--- config.mk ---
export PLATFORM = sky130hd
export DESIGN_NAME = line_oe_ctrl
export DESIGN_NICKNAME = d
export VERILOG_FILES = /design/src/rtl/oe_pkg.sv /design/src/rtl/oe_arm_counter.sv /design/src/rtl/oe_cfg_select.sv /design/src/rtl/oe_pd_policy.sv /design/src/rtl/line_oe_ctrl.sv
export SDC_FILE = /design/constraint.sdc
export NUM_CORES = 1
export LEC_CHECK = 0
export CELL_PAD_IN_SITES_DETAIL_PLACEMENT = 1
export CELL_PAD_IN_SITES_GLOBAL_PLACEMENT = 1
export CORE_MARGIN = 1.5
export CORE_UTILIZATION = 29
export DETAILED_ROUTE_END_ITERATION = 8
export GPL_TIMING_DRIVEN = 0
export PLACE_DENSITY_LB_ADDON = 0.1
export SYNTH_ARGS = -nofsm -noshare
export SYNTH_HDL_FRONTEND = slang
export SYNTH_SLANG_ARGS = --single-unit
--- constraint.sdc ---
create_clock -name tx_clk -period 1.8 [get_ports tx_clk]
set_input_delay 0.27 -clock tx_clk [delete_from_list [all_inputs] [get_ports tx_clk]]
set_output_delay 0.27 -clock tx_clk [all_outputs]
set_load 0.02 [all_outputs]
--- src/rtl/oe_pkg.sv ---
package oe_pkg;
    localparam int CFG_W      = 4;
    localparam int ARM_EDGES  = 4;
    localparam logic [CFG_W-1:0] HIZ_CODE = '1;

    typedef struct packed {
        logic drv;
        logic aux;
        logic dio;
    } oe_vec_t;
endpackage

--- src/rtl/oe_arm_counter.sv ---
module oe_arm_counter #(
    parameter int ARM_EDGES = 4
) (
    input  logic clk,
    input  logic rst_n,
    input  logic ref_present,
    output logic armed_next
);
    localparam int CNT_W = $clog2(ARM_EDGES + 1);
    localparam logic [CNT_W-1:0] CNT_MAX = CNT_W'(ARM_EDGES);

    typedef struct packed {
        logic [CNT_W-1:0] cnt;
    } arm_st_t;

    arm_st_t st_d, st_q;

    always_comb begin
        st_d = st_q;
        if (!ref_present)
            st_d.cnt = '0;
        else if (st_q.cnt != CNT_MAX)
            st_d.cnt = st_q.cnt + 1'b1;
        armed_next = (st_d.cnt == CNT_MAX);
    end

    always_ff @(posedge clk or negedge rst_n) begin
        if (!rst_n) st_q <= '0;
        else        st_q <= st_d;
    end

    p_cnt_bound_r4: assert property (@(posedge clk) disable iff (!rst_n)
        st_q.cnt <= CNT_MAX);
    p_cnt_clear_r3: assert property (@(posedge clk) disable iff (!rst_n)
        !ref_present |=> st_q.cnt == '0);
endmodule

--- src/rtl/oe_cfg_select.sv ---
module oe_cfg_select #(
    parameter int CFG_W = 4,
    parameter logic [CFG_W-1:0] HIZ_CODE = '1
) (
    input  logic             clk,
    input  logic             rst_n,
    input  logic             host_mode,
    input  logic [CFG_W-1:0] hw_cfg,
    input  logic             cfg_we,
    input  logic [CFG_W-1:0] cfg_wdata,
    output logic [CFG_W-1:0] code_eff,
    output logic             code_ok
);
    typedef struct packed {
        logic [CFG_W-1:0] reg_code;
    } cfg_st_t;

    cfg_st_t st_d, st_q;

    always_comb begin
        st_d = st_q;
        if (cfg_we) st_d.reg_code = cfg_wdata;
        code_eff = host_mode ? st_q.reg_code : hw_cfg;
        code_ok  = (code_eff != HIZ_CODE);
    end

    always_ff @(posedge clk or negedge rst_n) begin
        if (!rst_n) st_q <= '{reg_code: HIZ_CODE};
        else        st_q <= st_d;
    end

    p_cfg_hold_r6: assert property (@(posedge clk) disable iff (!rst_n)
        !cfg_we |=> $stable(st_q.reg_code));
endmodule

--- src/rtl/oe_pd_policy.sv ---
module oe_pd_policy (
    input  logic            host_mode,
    input  logic            pd_a,
    input  logic            pd_b,
    input  logic            armed_next,
    input  logic            code_ok,
    output oe_pkg::oe_vec_t en_next
);
    logic pd_all;

    always_comb begin
        pd_all      = pd_a & pd_b;
        en_next.drv = armed_next & code_ok & ~pd_all;
        en_next.aux = ~pd_all;
        en_next.dio = host_mode | ~pd_all;
    end
endmodule

--- src/rtl/line_oe_ctrl.sv ---
module line_oe_ctrl #(
    parameter int CFG_W     = oe_pkg::CFG_W,
    parameter int ARM_EDGES = oe_pkg::ARM_EDGES,
    parameter logic [CFG_W-1:0] HIZ_CODE = '1
) (
    input  logic             tx_clk,
    input  logic             rst_n,
    input  logic             ref_present,
    input  logic             host_mode,
    input  logic [CFG_W-1:0] hw_cfg,
    input  logic             cfg_we,
    input  logic [CFG_W-1:0] cfg_wdata,
    input  logic             pd_a,
    input  logic             pd_b,
    output logic             drv_en,
    output logic             aux_en,
    output logic             dio_en
);
    logic             armed_next;
    logic             code_ok;
    logic [CFG_W-1:0] code_eff;
    oe_pkg::oe_vec_t  en_d, en_q;

    oe_arm_counter #(.ARM_EDGES(ARM_EDGES)) u_arm (
        .clk         (tx_clk),
        .rst_n       (rst_n),
        .ref_present (ref_present),
        .armed_next  (armed_next)
    );

    oe_cfg_select #(.CFG_W(CFG_W), .HIZ_CODE(HIZ_CODE)) u_cfg (
        .clk       (tx_clk),
        .rst_n     (rst_n),
        .host_mode (host_mode),
        .hw_cfg    (hw_cfg),
        .cfg_we    (cfg_we),
        .cfg_wdata (cfg_wdata),
        .code_eff  (code_eff),
        .code_ok   (code_ok)
    );

    oe_pd_policy u_pd (
        .host_mode  (host_mode),
        .pd_a       (pd_a),
        .pd_b       (pd_b),
        .armed_next (armed_next),
        .code_ok    (code_ok),
        .en_next    (en_d)
    );

    always_ff @(posedge tx_clk or negedge rst_n) begin
        if (!rst_n) en_q <= '0;
        else        en_q <= en_d;
    end

    assign drv_en = en_q.drv;
    assign aux_en = en_q.aux;
    assign dio_en = en_q.dio;

    p_drv_needs_ref_r2: assert property (@(posedge tx_clk) disable iff (!rst_n)
        drv_en |-> $past(ref_present));
    p_drv_code_r5: assert property (@(posedge tx_clk) disable iff (!rst_n)
        drv_en |-> $past(code_eff != HIZ_CODE));
    p_pd_off_r7: assert property (@(posedge tx_clk) disable iff (!rst_n)
        (pd_a && pd_b) |=> (!drv_en && !aux_en));
    p_host_dio_r8: assert property (@(posedge tx_clk) disable iff (!rst_n)
        host_mode |=> dio_en);
    p_reset_off_r1: assert property (@(posedge tx_clk)
        !rst_n |-> (!drv_en && !aux_en && !dio_en));
endmodule

==> metrics, run 1 <==
worst path arrival time=1.19 ns; Syn. warnings=0; Synth Area in Compound Gates=7.27%; dpl cell area=619 um2; Rel. slew slack=69.8%; clock sinks=10; largest net degree at the start of global routing=11; register area share after synthesis=59.3%; worst slew pin tran=0.452 ns; Slew Limit Fails=0; layout cell share with drive strength beyond 1=25.0%; All-Layer GR Usage=11.8%; Fmax=686 MHz; initial drt markers=0; mux cell area share after synthesis=10.5%; Data required, critical path=1.53 ns; r2r setup slk=0.42 ns; HP Class=in -> async; Critical Path End Type=output pin; Die H=41.5 um; FF+latch count, synth=10; Max VDD drop=0.489 mV; Max clock buf depth=2; CTS clk-pin slew, worst paths=0.07 ns; adder-cell share of the synthesized area=5.81%; core area=1350 um2; RSZ-0062 raised after global routing=no; diode count=0; crit path kind=reg -> out; Clock Latency Late Sink=0.27 ns; NetSw=0.125 mW; max-cap violation count=0; Via density=4.66; CTS buffer count=3; leak pwr=0.284 nW; area occupied by multi-input gates=160 um2; area grow syn2layout=52.3%; vias post-DR=331; Setup Fix Bufs, Post-CTS=0; Flop pwr share=47.2%; layout filler cell count=143; Syn Nets=52; largest family of logic cells by synthesized area=simple AND/OR/NAND/NOR gates; I/O pin cnt=18; final instance area=656 um2; vias in the first global route=382; hold_ws=0.314 ns; crit path cell chain=clkdlybuf4s50_1; Post-Synth XOR/XNOR Area=0%; Rows=13; pwr dens=841 nW/um2; Buf/Inv on CP=1; grt ovf=0; CTS tree=done; Post-Synth Simple-Gate Area=13.7%; internal power=0.427 mW; H-tree levels=1; initial antenna violation count=0; hold buffers post-CTS=0; average wire per standard cell=12.1 um; routability-driven placement congestion ratio=0.594; number of port buffers=17; Critical Path Fanout Max=1; DRT Wirelength=859 um; Die ar.=1720 um2; Worst path slowest cell=clkdlybuf4s50_1; first-pass GRT wire length=1460 um; fin crit share=81.0%; Root Buffer=clkbuf_4; crit path time final=1.46 ns; CP Depth=1; part of the power in the clock network=36.6%; # nets final=74; Hold Fails Final Rpt=0; family with the most delay on the worst path=buffers and inverters; mean post-synth cell area=12.3 um2; FF/Latch Area=255 um2; clock skew=0.00586 ns; Die W=41.5 um; synthesized area=430 um2; First-pass DRT Iterations=1; combinational power share=16.2%; hpwl dp=727 um; DRC=0; setup TNS=0 ns; Net Sw Frac=22.6%; crit-path max cell delay=0.59 ns; Initial Utilization=31.9%; cts repair resizes=0; Critical Path Source Type=register; Final ANT Viol Nets=0; FF-to-FF path depth=5; Unique masters post-synth=17; status=finished, final reports clean; Cells after Synth=35; Final setup viols=0
## synth_stat cells
cell | count | area (um2)
dfrtp_1 | 6 | 150
dfstp_2 | 4 | 105
inv_1 | 4 | 15.0
mux2_2 | 4 | 45.0
nand2_1 | 4 | 15.0
ha_1 | 2 | 25.0
a21oi_1 | 1 | 5.00
a31oi_1 | 1 | 6.26
and3_1 | 1 | 6.26
nand3_1 | 1 | 5.00
nand3b_1 | 1 | 7.51
nor2_1 | 1 | 3.75
nor4b_2 | 1 | 15.0
o211ai_1 | 1 | 7.51
o21a_1 | 1 | 7.51
o21ai_0 | 1 | 5.00
or2_2 | 1 | 6.26
## sequential cells by signal, summed over array words and instances (netlist names)
register    count
u_arm.st_q      3
drv_en          1
dio_en          1
u_cfg.st_q      4
aux_en          1
## worst paths after layout
check / startpoint / to
setup / recovery: dio_en$_DFF_PN0_ / dio_en
hold / removal: rst_n / u_arm.st_q[2]$_DFF_PN0_
setup reg to reg: u_arm.st_q[0]$_DFF_PN0_ / drv_en$_DFF_PN0_
hold reg to reg: u_arm.st_q[2]$_DFF_PN0_ / u_arm.st_q[2]$_DFF_PN0_
max in group asynchronous: rst_n / u_cfg.st_q[1]$_DFFE_PN1P_
min in group tx_clk: u_arm.st_q[2]$_DFF_PN0_ / u_arm.st_q[2]$_DFF_PN0_
## per-stage QoR
step                      utilization (%)  worst slack [ns]  instances  power [mW]
final                                48.6             0.342         71       0.552
after CTS                            48.6             0.330         71       0.561
after floorplan                         -             0.531         35       0.302
after global placement               45.9             0.458         67       0.348
after detailed placement             45.9             0.408         67       0.357
after global routing                 48.6             0.311         71       0.585
## layer usage
layer / vias up / global-route usage (%) / wire (um)
li1: 159 / - / -
met1: 158 / 9.97 / 322
met2: 14 / 22.5 / 455
met3: 0 / 7.83 / 81
met4: 0 / 1.94 / 0
met5: - / 0 / 0
## placed cells by master, fill, tap and decap left out, drive strengths merged, types with 2 or more instances in the layout
cell           count
clkdlybuf4s50     17
dfrtp              6
inv                4
nand2              4
mux2               4
dfstp              4
clkbuf             4
ha                 2
## layout make-up
| cell class | count | share of cell area [%] |
|---|---|---|
| Clock buffer | 4 | 5.53 |
| Tap cell | 15 | 2.86 |
| Inverter | 4 | 2.29 |
| Timing Repair Buffer | 17 | 26.0 |
| Multi-Input combinational cell | 21 | 24.4 |
| Sequential cell | 10 | 38.9 |
## cell families (layout without fill, tap and decap cells)
logic type,after synthesis,in the layout
DFF,10,10
muxes,4,4
and+or+nand+nor,10,10
AOI/OAI and AO/OA,5,5
adders and majority gates,2,2
buffers and inverters,4,25
## power by group through the flow
stage	Combinational (mW)	Clock, mW	Sequential (mW)
after floorplan	0.0368	0	0.265
after global placement	0.0851	0	0.263
after detailed placement	0.0919	0	0.265
after CTS	0.0920	0.209	0.261
after global routing	0.0990	0.222	0.264
final	0.0891	0.202	0.260
Note: power is estimated with default switching activity, not from simulation.
==> run 2: changes to the inputs <==
--- a/config.mk
+++ b/config.mk
@@ -8,7 +8,7 @@
 export CELL_PAD_IN_SITES_DETAIL_PLACEMENT = 1
 export CELL_PAD_IN_SITES_GLOBAL_PLACEMENT = 1
 export CORE_MARGIN = 1.5
-export CORE_UTILIZATION = 29
+export CORE_UTILIZATION = 27
 export DETAILED_ROUTE_END_ITERATION = 8
 export GPL_TIMING_DRIVEN = 0
 export PLACE_DENSITY_LB_ADDON = 0.1
==> constraint.sdc (replaced) <==
create_clock -name tx_clk -period 1.2 [get_ports tx_clk]
set_input_delay 0.18 -clock tx_clk [delete_from_list [all_inputs] [get_ports tx_clk]]
set_output_delay 0.18 -clock tx_clk [all_outputs]
set_load 0.02 [all_outputs]
==> run 2 against run 1 <==
- the flow now finishes with violations (setup timing)
- sequential power increased by 50%
- clock-buffer cell count stayed put
- total power grew 43%
- global-route usage increased by 1.4 points
- largest power group unchanged
==> metrics, run 2 (same netlist as run 1, synthesis figures left out) <==
largest net degree at the start of global routing=11 (unchanged); Final Non-Filler Cells=74 (+4.2%); CTS tree=done; Hold Fails Final Rpt=0 (unchanged); initial antenna violation count=0 (unchanged); Die W=42.9 um (+3.4%); max-cap violation count=0 (unchanged); cell count after placement=68 (+1.5%); final worst slack=-0.116 ns (-0.457 ns); vias in the first global route=414 (+8.4%); RSZ-0062 raised after global routing=yes; utilization after layout=45.3% (-3.3 points); Top Layer Used=met3; I/O pin cnt=18 (unchanged); hold_ws=0.236 ns (-0.0787 ns); met3 WL post-DR=53 um (-35%); fin crit share=110%; average wire per standard cell=13.4 um (+11%); failing checks=setup timing; Via density=4.76 (+2.0%); vias post-DR=352 (+6.3%); pwr dens=1160 nW/um2 (+38%); Critical Path Source Type=register; leak pwr=0.291 nW (+2.4%); Fmax=760 MHz; clock skew=0.00762 ns (+0.00176 ns); Critical Path End Type=register; Met1 Wirelength=382 um (+19%); diode count=0 (unchanged); crit-path max cell delay=0.39 ns (-0.20 ns); hold buffers post-CTS=0 (unchanged); # nets final=76 (+2.7%); combinational power share=20.2% (+4.0 points); part of the power in the clock network=30.4% (-6.2 points); worst slew pin tran=0.464 ns (+0.0121 ns); HP Class=in -> async; Root Buffer=clkbuf_4; Die H=42.9 um (+3.4%); Top reg by flops=u_cfg.st_q; Slew Limit Fails=0 (unchanged); number of port buffers=17 (unchanged); status=complete, but fails checks; H-tree levels=1 (unchanged); hpwl dp=817 um (+12%); Critical Path Fanout Max=3 (+2); routability-driven placement congestion ratio=0.647 (+8.8%); crit path kind=reg -> reg; Worst path slowest cell=dfrtp_1; Rel. slew slack=69.0% (-0.81 points); crit path time final=1.32 ns; internal power=0.598 mW (+40%); Die ar.=1840 um2 (+6.9%); Net Sw Frac=24.4% (+1.7 points); clock sinks=10 (unchanged); Final setup viols=1 (+1); initial drt markers=0 (unchanged); commonest cells after routing, fill and taps aside=clkdlybuf4s50_1 (14), dfrtp_1 (6); worst path arrival time=1.48 ns (+0.29 ns); Max clock buf depth=2 (unchanged); grt ovf=0 (unchanged); Flop pwr share=49.3% (+2.1 points); largest registers=u_cfg.st_q x4, u_arm.st_q x3; Data required, critical path=1.36 ns (-0.17 ns); met2 WL=558 um (+23%); area grow syn2layout=58.4%; Clock Latency Late Sink=0.26 ns (about the same); First-pass DRT Iterations=1 (unchanged); CTS clk-pin slew, worst paths=0.07 ns (about the same); crit path cell chain=inv_1 > ha_2 > a21oi_1 > o21a_4 > nor4b_4; DRT Wirelength=994 um (+16%); core area=1510 um2 (+12%); Rows=14 (+1); Max VDD drop=0.544 mV (+11%); All-Layer GR Usage=13.2% (+1.4 points); Largest register FFs=4 (unchanged); commonest non-fill, non-tap cell in the layout=clkdlybuf4s50_1; Initial Utilization=28.6% (-3.3 points); layout cell share with drive strength beyond 1=31.0% (+6.0 points); CTS buffer count=3 (unchanged); first-pass GRT wire length=1750 um (+20%); NetSw=0.193 mW (+54%); Final ANT Viol Nets=0 (unchanged); DRC=0 (unchanged)
==> run 2: cell count changes in the layout (fill, tap and decap cells not counted), sizes merged <==
| cell | before | now |
|---|---|---|
| dlygate4sd2 | 0 | 3 |
| clkdlybuf4s50 | 17 | 14 |
| buf | 0 | 2 |
==> run 2: final timing paths <==
path	from	to	slack, ns	depth (start not counted)
setup reg to reg	u_arm.st_q[0]$_DFF_PN0_	drv_en$_DFF_PN0_	-0.12	5
min in group tx_clk	pd_b	aux_en$_DFF_PN0_	0.45	2
max in group asynchronous	rst_n	u_cfg.st_q[3]$_DFFE_PN1P_	0.61	1
hold / removal	rst_n	u_arm.st_q[2]$_DFF_PN0_	0.24	1
hold reg to reg	u_arm.st_q[2]$_DFF_PN0_	u_arm.st_q[2]$_DFF_PN0_	0.56	1
setup / recovery	u_arm.st_q[0]$_DFF_PN0_	drv_en$_DFF_PN0_	-0.12	5
==> run 2: timing repair <==
item,in CTS,in global routing
gates resized for setup,4,2
buffers inserted,2,0
pin swaps,2,2
setup endpoints to repair,4,1
==> run 2: layout make-up <==
| cell class | instances | area, um2 |
|---|---|---|
| clock buffers | 4 | 26.3 |
| fillers | 170 | 825 |
| inverters | 4 | 15.0 |
| multi-input cells | 21 | 184 |
| flip-flops and latches | 10 | 255 |
| well taps | 16 | 20.0 |
| repair buffers | 19 | 181 |
==> run 2: metrics by stage <==
step           setup TNS, ns  area, um2  worst slack (ns)  power (mW)
2_1_floorplan       -0.00536        433          -0.00536       0.454
3_3_place_gp         -0.0661        623           -0.0661       0.524
3_5_place_dp          -0.214        623            -0.214       0.539
4_1_cts               -0.180        666            -0.180       0.803
5_1_grt               -0.181        682            -0.181       0.850
6_report              -0.116        682            -0.116       0.791
==> run 2: layer usage <==
layer	track usage, %	vias up
met5	0	-
met4	6.88	0
met3	4.26	0
met2	24.2	13
met1	12.8	174
li1	-	165
==> run 2: power groups by stage <==
stage | clock network [mW] | registers, mW | logic, mW
after floorplan | 0 | 0.398 | 0.0563
after global placement | 0 | 0.394 | 0.130
after detailed placement | 0 | 0.398 | 0.141
after CTS | 0.260 | 0.390 | 0.154
after global routing | 0.280 | 0.394 | 0.176
final | 0.240 | 0.390 | 0.160
==> run 2: critical path: cells and delay by family, from the launching register on <==
| kind | cells | cell delay [ns] |
|---|---|---|
| buffers and inverters | 1 | 0.07 |
| DFF | 1 | 0.39 |
| adders and majority gates | 1 | 0.19 |
| AOI/OAI and AO/OA | 2 | 0.31 |
| and+or+nand+nor | 1 | 0.25 |
